==> src/rtl/afifo_pkg.sv <==
package afifo_pkg;

    localparam int SAMPLE_W   = 32;
    localparam int HALF_W     = SAMPLE_W / 2;
    localparam int BYTE_W     = 8;

    typedef logic [SAMPLE_W-1:0] sample_t;
    typedef logic [HALF_W-1:0]   half_t;

    // Sticky error state held by the top level.
    typedef struct packed {
        logic tx_ovf;
        logic rx_unf;
    } err_state_t;

    // Bits the serial bus carries, MSB-aligned; missing low bits read as zero.
    function automatic sample_t size_mask(input logic [1:0] sz);
        sample_t m;
        case (sz)
            2'd0:    m = {{HALF_W{1'b1}}, {HALF_W{1'b0}}};
            2'd1:    m = {{(SAMPLE_W-BYTE_W){1'b1}}, {BYTE_W{1'b0}}};
            default: m = {SAMPLE_W{1'b1}};
        endcase
        return m;
    endfunction

    // Format codes from 4 upward pack two half-width samples per word.
    function automatic logic paired_format(input logic [2:0] code);
        return code[2];
    endfunction

endpackage

==> src/rtl/afifo_store.sv <==
module afifo_store #(
    parameter int DEPTH = 16,
    parameter int W     = 32,
    parameter int CNT_W = $clog2(DEPTH + 1)
) (
    input  logic             clk,
    input  logic             rst_n,
    input  logic             clear,
    input  logic             push,
    input  logic [W-1:0]     push_data,
    input  logic             pop,
    output logic [W-1:0]     head,
    output logic [CNT_W-1:0] count,
    output logic             full,
    output logic             empty
);

    localparam int PTR_W = (DEPTH > 1) ? $clog2(DEPTH) : 1;
    localparam logic [PTR_W-1:0] LAST_PTR = PTR_W'(DEPTH - 1);
    localparam logic [CNT_W-1:0] FULL_CNT = CNT_W'(DEPTH);

    typedef struct packed {
        logic [PTR_W-1:0] wr;
        logic [PTR_W-1:0] rd;
        logic [CNT_W-1:0] cnt;
    } store_state_t;

    store_state_t st_q, st_d;
    logic [W-1:0] mem_q [DEPTH];
    logic do_push, do_pop;

    function automatic logic [PTR_W-1:0] ptr_next(input logic [PTR_W-1:0] p);
        return (p == LAST_PTR) ? '0 : p + 1'b1;
    endfunction

    assign full  = (st_q.cnt == FULL_CNT);
    assign empty = (st_q.cnt == '0);
    assign count = st_q.cnt;
    assign head  = mem_q[st_q.rd];

    always_comb begin
        do_push = push && !full && !clear;
        do_pop  = pop && !empty && !clear;
        st_d    = st_q;
        if (clear) begin
            st_d = '0;
        end else begin
            if (do_push) st_d.wr = ptr_next(st_q.wr);
            if (do_pop)  st_d.rd = ptr_next(st_q.rd);
            case ({do_push, do_pop})
                2'b10:   st_d.cnt = st_q.cnt + 1'b1;
                2'b01:   st_d.cnt = st_q.cnt - 1'b1;
                default: st_d.cnt = st_q.cnt;
            endcase
        end
    end

    always_ff @(posedge clk or negedge rst_n) begin
        if (!rst_n) st_q <= '0;
        else        st_q <= st_d;
    end

    always_ff @(posedge clk) begin
        if (do_push) mem_q[st_q.wr] <= push_data;
    end

    AST_COUNT_BOUND: assert property (@(posedge clk) disable iff (!rst_n)
        count <= FULL_CNT);
    AST_CLEAR_EMPTIES: assert property (@(posedge clk) disable iff (!rst_n)
        clear |=> empty);
    AST_FULL_PUSH_DROPPED: assert property (@(posedge clk) disable iff (!rst_n)
        (full && push && !pop && !clear) |=> full);
    AST_EMPTY_POP_DROPPED: assert property (@(posedge clk) disable iff (!rst_n)
        (empty && pop && !push && !clear) |=> empty);

endmodule

==> src/rtl/afifo_tx_split.sv <==
module afifo_tx_split
    import afifo_pkg::*;
(
    input  logic      clk,
    input  logic      rst_n,
    input  logic      clear,
    input  logic      half_mode,
    input  logic [1:0] bus_sz,
    input  sample_t   head,
    input  logic      empty,
    input  logic      sample_req,
    output sample_t   sample,
    output logic      sample_valid,
    output logic      pop
);

    typedef struct packed {
        logic upper; // next half to send is bits [31:16]
    } split_state_t;

    split_state_t st_q, st_d;
    sample_t raw;
    logic take;

    always_comb begin
        st_d = st_q;
        if (half_mode) begin
            raw = st_q.upper ? {head[SAMPLE_W-1:HALF_W], {HALF_W{1'b0}}}
                             : {head[HALF_W-1:0], {HALF_W{1'b0}}};
        end else begin
            raw = head;
        end
        sample_valid = !empty;
        sample       = empty ? '0 : (raw & size_mask(bus_sz));
        take         = sample_req && !empty;
        pop          = take && (!half_mode || st_q.upper);
        if (clear) begin
            st_d.upper = 1'b0;
        end else if (take) begin
            st_d.upper = half_mode && !st_q.upper;
        end
    end

    always_ff @(posedge clk or negedge rst_n) begin
        if (!rst_n) st_q <= '0;
        else        st_q <= st_d;
    end

    AST_SPLIT_POP_NONEMPTY: assert property (@(posedge clk) disable iff (!rst_n)
        pop |-> !empty);
    AST_SPLIT_SINGLE_POPS: assert property (@(posedge clk) disable iff (!rst_n)
        (!half_mode && sample_req && !empty) |-> pop);
    AST_SPLIT_CLEAR_PHASE: assert property (@(posedge clk) disable iff (!rst_n)
        clear |=> !st_q.upper);

endmodule

==> src/rtl/afifo_rx_join.sv <==
module afifo_rx_join
    import afifo_pkg::*;
(
    input  logic      clk,
    input  logic      rst_n,
    input  logic      clear,
    input  logic      half_mode,
    input  logic [1:0] bus_sz,
    input  logic      in_valid,
    input  sample_t   in_sample,
    output logic      push,
    output sample_t   push_data
);

    typedef struct packed {
        logic  second; // one half already held
        half_t hold;
    } join_state_t;

    join_state_t st_q, st_d;
    sample_t masked;

    always_comb begin
        st_d      = st_q;
        masked    = in_sample & size_mask(bus_sz);
        push      = 1'b0;
        push_data = masked;
        if (half_mode) begin
            push_data = {masked[SAMPLE_W-1:HALF_W], st_q.hold};
            if (in_valid) begin
                if (st_q.second) begin
                    push        = 1'b1;
                    st_d.second = 1'b0;
                end else begin
                    st_d.hold   = masked[SAMPLE_W-1:HALF_W];
                    st_d.second = 1'b1;
                end
            end
        end else begin
            push        = in_valid;
            st_d.second = 1'b0;
        end
        if (clear) st_d.second = 1'b0;
    end

    always_ff @(posedge clk or negedge rst_n) begin
        if (!rst_n) st_q <= '0;
        else        st_q <= st_d;
    end

    AST_JOIN_PUSH_NEEDS_SAMPLE: assert property (@(posedge clk) disable iff (!rst_n)
        push |-> in_valid);
    AST_JOIN_CLEAR_PHASE: assert property (@(posedge clk) disable iff (!rst_n)
        clear |=> !st_q.second);

endmodule

==> src/rtl/audio_sample_fifos.sv <==
module audio_sample_fifos
    import afifo_pkg::*;
#(
    parameter int DEPTH   = 16,
    parameter int WM_STEP = 4,
    parameter int FREE_W  = 7
) (
    input  logic              clk,
    input  logic              rst_n,
    input  logic              cpu_wr_en,
    input  logic [31:0]       cpu_wr_data,
    input  logic              cpu_rd_en,
    output logic [31:0]       cpu_rd_data,
    input  logic              tx_clear,
    input  logic              rx_clear,
    input  logic [1:0]        tx_level,
    input  logic [1:0]        rx_level,
    input  logic              tx_irq_en,
    input  logic              rx_irq_en,
    input  logic [2:0]        word_fmt,
    input  logic [1:0]        bus_size,
    input  logic              tx_sample_req,
    output logic [31:0]       tx_sample,
    output logic              tx_sample_valid,
    input  logic              rx_sample_valid,
    input  logic [31:0]       rx_sample,
    output logic [FREE_W-1:0] tx_free,
    output logic              tx_attn,
    output logic              rx_attn,
    output logic              tx_irq,
    output logic              rx_irq,
    output logic              tx_overflow,
    output logic              rx_underflow
);

    localparam int CNT_W = $clog2(DEPTH + 1);
    localparam logic [FREE_W-1:0] DEPTH_F = FREE_W'(DEPTH);
    localparam logic [FREE_W-1:0] STEP_F  = FREE_W'(WM_STEP);

    err_state_t err_q, err_d;

    logic             half_mode;
    logic             tx_pop, tx_full, tx_empty;
    logic             rx_push, rx_full, rx_empty;
    sample_t          tx_head, rx_head, rx_push_data;
    logic [CNT_W-1:0] tx_count, rx_count;
    logic [FREE_W-1:0] tx_mark, rx_mark, rx_fill;

    assign half_mode = paired_format(word_fmt);

    afifo_store #(.DEPTH(DEPTH), .W(SAMPLE_W)) u_tx_store (
        .clk       (clk),
        .rst_n     (rst_n),
        .clear     (tx_clear),
        .push      (cpu_wr_en),
        .push_data (cpu_wr_data),
        .pop       (tx_pop),
        .head      (tx_head),
        .count     (tx_count),
        .full      (tx_full),
        .empty     (tx_empty)
    );

    afifo_tx_split u_tx_split (
        .clk          (clk),
        .rst_n        (rst_n),
        .clear        (tx_clear),
        .half_mode    (half_mode),
        .bus_sz       (bus_size),
        .head         (tx_head),
        .empty        (tx_empty),
        .sample_req   (tx_sample_req),
        .sample       (tx_sample),
        .sample_valid (tx_sample_valid),
        .pop          (tx_pop)
    );

    afifo_rx_join u_rx_join (
        .clk       (clk),
        .rst_n     (rst_n),
        .clear     (rx_clear),
        .half_mode (half_mode),
        .bus_sz    (bus_size),
        .in_valid  (rx_sample_valid),
        .in_sample (rx_sample),
        .push      (rx_push),
        .push_data (rx_push_data)
    );

    afifo_store #(.DEPTH(DEPTH), .W(SAMPLE_W)) u_rx_store (
        .clk       (clk),
        .rst_n     (rst_n),
        .clear     (rx_clear),
        .push      (rx_push),
        .push_data (rx_push_data),
        .pop       (cpu_rd_en),
        .head      (rx_head),
        .count     (rx_count),
        .full      (rx_full),
        .empty     (rx_empty)
    );

    always_comb begin
        err_d = err_q;
        if (tx_clear)                    err_d.tx_ovf = 1'b0;
        else if (cpu_wr_en && tx_full)   err_d.tx_ovf = 1'b1;
        if (rx_clear)                    err_d.rx_unf = 1'b0;
        else if (cpu_rd_en && rx_empty)  err_d.rx_unf = 1'b1;

        tx_free = DEPTH_F - FREE_W'(tx_count);
        rx_fill = FREE_W'(rx_count);
        tx_mark = FREE_W'(tx_level) * STEP_F;
        rx_mark = FREE_W'(rx_level) * STEP_F;
        tx_attn = (tx_level != 2'd0) && (tx_free >= tx_mark);
        rx_attn = (rx_level != 2'd0) && (rx_fill >= rx_mark);
        tx_irq  = tx_attn && tx_irq_en;
        rx_irq  = rx_attn && rx_irq_en;

        cpu_rd_data  = rx_empty ? '0 : rx_head;
        tx_overflow  = err_q.tx_ovf;
        rx_underflow = err_q.rx_unf;
    end

    always_ff @(posedge clk or negedge rst_n) begin
        if (!rst_n) err_q <= '0;
        else        err_q <= err_d;
    end

    AST_TX_OVF_SETS: assert property (@(posedge clk) disable iff (!rst_n)
        (cpu_wr_en && tx_full && !tx_clear) |=> tx_overflow);
    AST_TX_OVF_HOLDS: assert property (@(posedge clk) disable iff (!rst_n)
        (tx_overflow && !tx_clear) |=> tx_overflow);
    AST_RX_UNF_HOLDS: assert property (@(posedge clk) disable iff (!rst_n)
        (rx_underflow && !rx_clear) |=> rx_underflow);
    AST_TX_IRQ_GATED: assert property (@(posedge clk) disable iff (!rst_n)
        tx_irq |-> tx_irq_en);
    AST_RX_IRQ_GATED: assert property (@(posedge clk) disable iff (!rst_n)
        rx_irq |-> rx_irq_en);
    AST_TX_CLEAR_ISOLATED: assert property (@(posedge clk) disable iff (!rst_n)
        (tx_clear && !rx_clear && !rx_push && !cpu_rd_en) |=> $stable(rx_count));
    AST_RX_CLEAR_ISOLATED: assert property (@(posedge clk) disable iff (!rst_n)
        (rx_clear && !tx_clear && !cpu_wr_en && !tx_pop) |=> $stable(tx_count));
    AST_FREE_ON_CLEAR: assert property (@(posedge clk) disable iff (!rst_n)
        tx_clear |=> (tx_free == DEPTH_F));

endmodule

==> config.mk <==
export PLATFORM = sky130hd
export DESIGN_NAME = audio_sample_fifos
export DESIGN_NICKNAME = d
export VERILOG_FILES = /design/src/rtl/afifo_pkg.sv /design/src/rtl/afifo_store.sv /design/src/rtl/afifo_tx_split.sv /design/src/rtl/afifo_rx_join.sv /design/src/rtl/audio_sample_fifos.sv
export SDC_FILE = /design/constraint.sdc
export NUM_CORES = 1
export LEC_CHECK = 0
export BUFFER_PORTS_ARGS = -buffer_cell sky130_fd_sc_hd__buf_2
export CAP_MARGIN = 15
export CORE_MARGIN = 2
export CORE_UTILIZATION = 60
export CTS_CLUSTER_DIAMETER = 120
export DETAILED_ROUTE_END_ITERATION = 10
export GPL_TIMING_DRIVEN = 0
export PLACE_DENSITY = 0.79
export SLEW_MARGIN = 20
export SYNTH_ARGS = -nofsm -noshare
export SYNTH_HDL_FRONTEND = slang
export SYNTH_SLANG_ARGS = --single-unit
==> constraint.sdc <==
create_clock -name clk -period 6.8 [get_ports clk]
set_input_delay 1.02 -clock clk [delete_from_list [all_inputs] [get_ports clk]]
set_output_delay 1.02 -clock clk [all_outputs]
set_load 0.02 [all_outputs]
==> results of run 1 <==
-- registers in the layout, summed over array words and instances (netlist names) --
register / count
u_tx_store.mem_q: 512
u_rx_store.count: 5
tx_overflow: 1
u_tx_split.st_q: 1
u_tx_store.count: 5
u_tx_store.st_q: 8
u_rx_store.st_q: 8
rx_underflow: 1
u_rx_store.mem_q: 512
u_rx_join.st_q: 17
-- cells by family after synthesis --
group | count (synthesis) | synth area share
compound gates | 195 | 0.0339
xor+xnor | 17 | 0.00354
flops | 1070 | 0.759
buf+inv | 126 | 0.0129
mux | 404 | 0.164
fa+ha+maj | 23 | 0.00702
simple gates | 177 | 0.0199
-- where the power goes --
group / internal (mW) / switching (mW) / leakage, nW
Clock: 3.08 / 2.40 / 1.58
Combinational: 1.26 / 2.06 / 3.90
Sequential: 7.36 / 0.0794 / 9.84
-- worst max-delay path by stage --
stage,from,to
2_1_floorplan,u_tx_store.count[0],u_tx_store.mem_q[1][0]
3_3_place_gp,word_fmt[2],u_rx_store.mem_q[1][16]
3_5_place_dp,word_fmt[2],tx_sample[13]
4_1_cts,u_tx_store.count[0],tx_sample[30]
5_1_grt,u_tx_store.count[0],tx_sample[30]
6_report,u_tx_store.count[0],tx_sample[30]
-- layer usage --
layer / track usage / vias to the layer above
met1: 0.351 / 11500
met5: 0 / -
met4: 0.101 / 16
met3: 0.0601 / 290
met2: 0.494 / 1445
li1: - / 9024
-- synthesized netlist by cell type (all sizes together) (2+ instances only) --
| cell type | count | area share |
|---|---|---|
| xnor2 | 9 | 0.0019 |
| nand3 | 22 | 0.0026 |
| nand2 | 35 | 0.0031 |
| and2 | 12 | 0.0018 |
| o211a | 2 | 0.00065 |
| nor3 | 12 | 0.0014 |
| a22o | 16 | 0.0033 |
| mux4 | 224 | 0.12 |
| mux2i | 148 | 0.035 |
| nand2b | 10 | 0.0015 |
| or3 | 2 | 0.00030 |
| dfrtp | 46 | 0.027 |
| a211oi | 18 | 0.0033 |
| o22ai | 32 | 0.0048 |
| mux2 | 32 | 0.0086 |
| a21oi | 24 | 0.0029 |
| nor3b | 2 | 0.00036 |
| nor2b | 5 | 0.00074 |
| a32oi | 15 | 0.0031 |
| inv | 15 | 0.0013 |
| buf | 59 | 0.0070 |
| and3 | 3 | 0.00045 |
| or4 | 4 | 0.00071 |
| nor2 | 65 | 0.0058 |
| ha | 22 | 0.0065 |
| o21ai | 8 | 0.00095 |
| edfxtp | 1024 | 0.73 |
| a22oi | 64 | 0.011 |
| xor2 | 8 | 0.0017 |
| a31oi | 4 | 0.00060 |
| clkbuf | 52 | 0.0046 |
-- through the flow --
stage / total power [mW] / setup slack, ns / hold slack (ns) / area [um2] / utilization
final: 16.2 / 1.68 / 0.378 / 48200 / 0.692
after global routing: 16.7 / 1.56 / 0.419 / 48200 / 0.692
after CTS: 16.3 / 1.78 / 0.512 / 48200 / 0.692
after detailed placement: 10.8 / 2.09 / 0.496 / 45000 / 0.646
after global placement: 10.7 / -0.264 / 0.491 / 44000 / 0.631
after floorplan: 9.71 / 2.46 / 0.481 / 42000 / -
-- critical path: stages (launching register included) --
cell,delay [ns]
dfrtp_1,0.48
inv_1,0.07
ha_1,0.24
nor3b_1,0.17
ha_1,0.29
nor3_1,0.96
clkbuf_1,0.56
a22oi_1,0.24
nand3_1,0.22
buf_2,0.20
-- area by class of cell --
type / count / area [um2]
diodes: 1 / 2.50
repair buffers: 208 / 1610
well taps: 940 / 1180
inverters: 15 / 56.3
flip-flops and latches: 1070 / 31900
plain buffers: 111 / 489
clock buffers: 140 / 2800
clock inverters: 53 / 439
multi-input cells: 816 / 9750
fillers: 4158 / 21400
==> results.py, run 1 <==
metrics = {
    "global_route": {
        "grt_pass1_vias": 22600,
        "track_usage": 0.283,
        "grt_pass1_wl_um": 146000,
        "gr-total-overflow": 0,
        "grt_max_degree": 47,
        "antenna_found_initial": 9,
    },
    "sta": {
        "fin_crit_ns": 5.12,
        "finalSetupViolations": 0,
        "tightest_slew_ns": 1.17,
        "final.setup.tns_ns": 0,
        "fin_crit_sh": 0.753,
        "skew_ns": 0.0225,
        "slew_violations": 0,
        "rsz0062_at_grt": "false",
        "max-slew-margin-rel": 0.216,
        "fmaxAchievable_ghz": 0.195,
        "hold_viol": 0,
    },
    "route": {
        "drtPass1Iterations": 5,
        "vias": 22300,
        "dr_wl_met3_um": 9530,
        "ant_nets": 0,
        "routedWlPerCell_um": 29.9,
        "drt-total-wl_um": 100000,
        "remaining_drc_errors": 0,
        "wl_met2_um": 52500,
        "wirelength_met1_um": 34300,
        "viasPerCell": 6.64,
        "drtIter0Drc": 2781,
        "top_layer": "met5",
    },
    "pwr": {
        "peakVddDrop_mv": 0.412,
        "powerDensity_mw_per_mm2": 337,
        "p_leak_nw": 15.3,
    },
    "logic_synthesis": {
        "synth_fp_nets": 2118,
        "synth_area_mm2": 0.0420,
        "syn_inst": 2012,
        "seq_area_frac_synth": 0.759,
        "avgSynthCellArea_um2": 20.9,
        "async_flop_share": 0.0430,
        "ys_seq_elements": 1070,
        "synth_edf_count": 1024,
        "yosysWarnings": 0,
        "synth_flop_cell": "edfxtp_1",
        "synth_cell_types": 54,
    },
    "floorplanning": {
        "fp.dieArea_mm2": 0.0722,
        "die_x_um": 269,
        "core_mm2": 0.0697,
        "die_height_um": 269,
        "ios": 161,
        "fp-row-count": 97,
        "initial_core_util": 0.603,
    },
    "worst_hold_path": {
        "hold_path.class": "primary input to async pin",
    },
    "layout": {
        "layout_common_cells": "edfxtp_1 (1,024), mux4_2 (224), buf_2 (191), mux2i_1 (148), clkbuf_16 (103)",
        "synthToLayoutAreaGrowth_pct": 14.7,
        "layout.nets": 2430,
        "final_common_cell": "edfxtp_1",
        "drive_above_1_share": 0.286,
        "fin_cells": 3354,
    },
    "place": {
        "gp_congestion": 0.897,
        "io_buffers": 156,
        "dpl.hpwl_um": 64400,
        "place_inst": 3160,
    },
    "critical_path": {
        "critPathLaunchType": "flip-flop",
        "r2r_cells": 11,
        "crit_required_ns": 5.78,
        "ff2ff_setup_slack_ns": 3.07,
        "crit_fanout": 10,
        "arrival_ns": 4.10,
        "crit_type": "flip-flop to output port",
        "rr_startpoint": "u_tx_store.count[0]",
        "worst_setup_path_end_kind": "output port",
        "rr_endpoint": "u_tx_store.mem_q[1][12]",
    },
    "cts": {
        "cts_tree": "built",
        "root_buffer": "clkbuf_16",
        "ctsHoldBuffers": 0,
        "clk_latency_ns": 0.66,
        "post_cts_buffers": 0,
        "h-tree-depth": 3,
        "cts.path.max_buffers": 3,
        "cts_resized": 0,
        "clk_pin_slew_worst_paths_ns": 0.06,
        "cts_buffers": 102,
        "cts.sinks": 1070,
    },
    "status": {
        "outcome": "finished, final reports clean",
    },
    "flow_run": {
        "max-cap-violations": 0,
    },
}
Note: power is estimated with default switching activity, not from simulation.
==> run 2: changes to the inputs <==
Settings changed: CORE_UTILIZATION 60 to 55, PLACE_DENSITY 0.79 to 0.76.
Clock period 6.8 ns to 4.5 ns, I/O delays scaled along.
==> results.py, run 2 (same netlist as run 1, synthesis figures left out) <==
metrics = {
    "status": {
        "outcome": "finished, final reports clean",
    },
    "place": {
        "io_buffers": 156,
        "place_inst": 3200,
        "dpl.hpwl_um": 65700,
        "gp_congestion": 0.867,
    },
    "critical_path": {
        "slowest_delay_ns": 0.72,
        "path_delay_family": "buffers and inverters",
        "arrival_ns": 3.60,
        "path_cells": "buf_2 -> clkdlybuf4s15_1 -> clkbuf_2 -> mux4_2 -> a22oi_1 -> nand3_1 -> buf_2",
        "path_buf_inv": 4,
        "crit_path_frequent_cell": "buf_2",
        "worst_setup_path_end_kind": "output port",
        "crit_required_ns": 3.83,
        "crit_fanout": 10,
        "critPathSlowestCell": "clkdlybuf4s15_1",
        "crit_type": "flip-flop to output port",
        "critPathLaunchType": "flip-flop",
    },
    "layout": {
        "reg.largest.list": "u_rx_store.mem_q x512, u_tx_store.mem_q x512, u_rx_join.st_q x17",
        "layout.nets": 2433,
        "fill_cells": 4892,
        "regArea_mm2": 0.0319,
        "layout_common_cells": "edfxtp_1 (1,024), mux4_2 (224), buf_2 (191), mux2i_1 (148), clkbuf_16 (103)",
        "drive_above_1_share": 0.295,
        "multi_input_area_mm2": 0.00979,
        "synthToLayoutAreaGrowth_pct": 15.5,
        "final_common_cell": "edfxtp_1",
        "fin_cells": 3393,
    },
    "sta": {
        "slew_violations": 0,
        "fin_crit_sh": 0.949,
        "hold_viol": 0,
        "fin_crit_ns": 4.27,
        "max-slew-margin-rel": 0.266,
        "holdWs_ns": 0.0131,
        "tightest_slew_ns": 1.10,
        "fmaxAchievable_ghz": 0.234,
        "finalSetupViolations": 0,
        "skew_ns": 0.0330,
        "rsz0062_at_grt": "false",
    },
    "floorplanning": {
        "ios": 161,
        "fp.dieArea_mm2": 0.0787,
        "fp-row-count": 101,
        "initial_core_util": 0.554,
        "die_x_um": 280,
        "die_height_um": 280,
        "core_mm2": 0.0758,
    },
    "cts": {
        "h-tree-depth": 3,
        "cts.sinks": 1070,
        "clk_pin_slew_worst_paths_ns": 0.06,
        "clk_latency_ns": 0.67,
        "cts_buffers": 103,
        "cts.path.max_buffers": 3,
        "root_buffer": "clkbuf_16",
        "ctsHoldBuffers": 0,
        "cts_tree": "built",
    },
    "route": {
        "remaining_drc_errors": 0,
        "dr_wl_met3_um": 7610,
        "drt-total-wl_um": 99300,
        "wl_met2_um": 51800,
        "wirelength_met1_um": 36500,
        "top_layer": "met5",
        "viasPerCell": 6.42,
        "drtIter0Drc": 2580,
        "drtPass1Iterations": 6,
        "vias": 21800,
        "ant_nets": 0,
        "routedWlPerCell_um": 29.3,
    },
    "pwr": {
        "p_total_mw": 24.7,
        "peakVddDrop_mv": 0.439,
        "powerDensity_mw_per_mm2": 509,
        "p_leak_nw": 15.4,
    },
    "global_route": {
        "antenna_found_initial": 6,
        "grt_max_degree": 47,
        "track_usage": 0.257,
        "grt_pass1_vias": 22700,
        "gr-total-overflow": 0,
        "grt_pass1_wl_um": 147000,
    },
    "flow_run": {
        "max-cap-violations": 0,
    },
    "worst_hold_path": {
        "hold_path.class": "primary input to async pin",
    },
}
-- run 2: cell types whose count changed in the layout (fill, tap and decap cells not counted), sizes merged --
cell	delta
bufinv	+3
clkbuf	-7
inv	+1
clkdlybuf4s15	+1
clkinv	+1
diode	+1
buf	+1
-- run 2: through the flow --
stage | TNS (ns) | util | area [um2] | setup WS, ns
2_1_floorplan | 0 | - | 42000 | 0.159
3_3_place_gp | -595.87 | 0.581 | 44000 | -2.20
3_5_place_dp | 0 | 0.596 | 45200 | 0.530
4_1_cts | 0 | 0.640 | 48500 | 0.0673
5_1_grt | 0 | 0.640 | 48500 | 0.0836
6_report | 0 | 0.640 | 48500 | 0.228
-- run 2: metal layers --
metal / GRT usage / vias up
met5: 0 / -
met2: 0.448 / 1225
met4: 0.0873 / 8
met1: 0.328 / 11300
li1: - / 9021
met3: 0.0445 / 238
-- run 2: area by class of cell --
class / instances / share of cell area
timing repair buffer: 210 / 0.0360
inverter: 15 / 0.00116
buffer: 111 / 0.0104
tap: 978 / 0.0252
clock buffer: 133 / 0.0560
clock inverter: 58 / 0.0122
sequential: 1070 / 0.657
antenna: 2 / 0.000103
multi-input combinational: 816 / 0.202
-- run 2: final timing paths --
path | startpoint | end | slack (ns) | depth (start not counted)
max reg2reg | u_tx_store.count[0] | u_tx_store.mem_q[2][11] | 0.85 | 11
max | u_tx_store.st_q[6] | tx_sample[20] | 0.23 | 7
min | rst_n | u_tx_store.st_q[10] | 0.01 | 1
min reg2reg | rx_underflow | rx_underflow | 0.51 | 2
max in group asynchronous | rst_n | u_rx_store.st_q[7] | 4.01 | 1
min in group clk | cpu_wr_en | tx_overflow | 0.28 | 3
-- run 2: report_power, final --
group / total [mW] / internal (mW) / switching, mW
Combinational: 5.03 / 1.91 / 3.12
Sequential: 11.2 / 11.1 / 0.111
Clock: 8.46 / 4.76 / 3.69
Total: 24.7 / 17.8 / 6.92
-- run 2: timing repair --
action                     CTS  global route
setup endpoints to repair   12             7
gates resized for setup      6            12
setup buffers                0             0
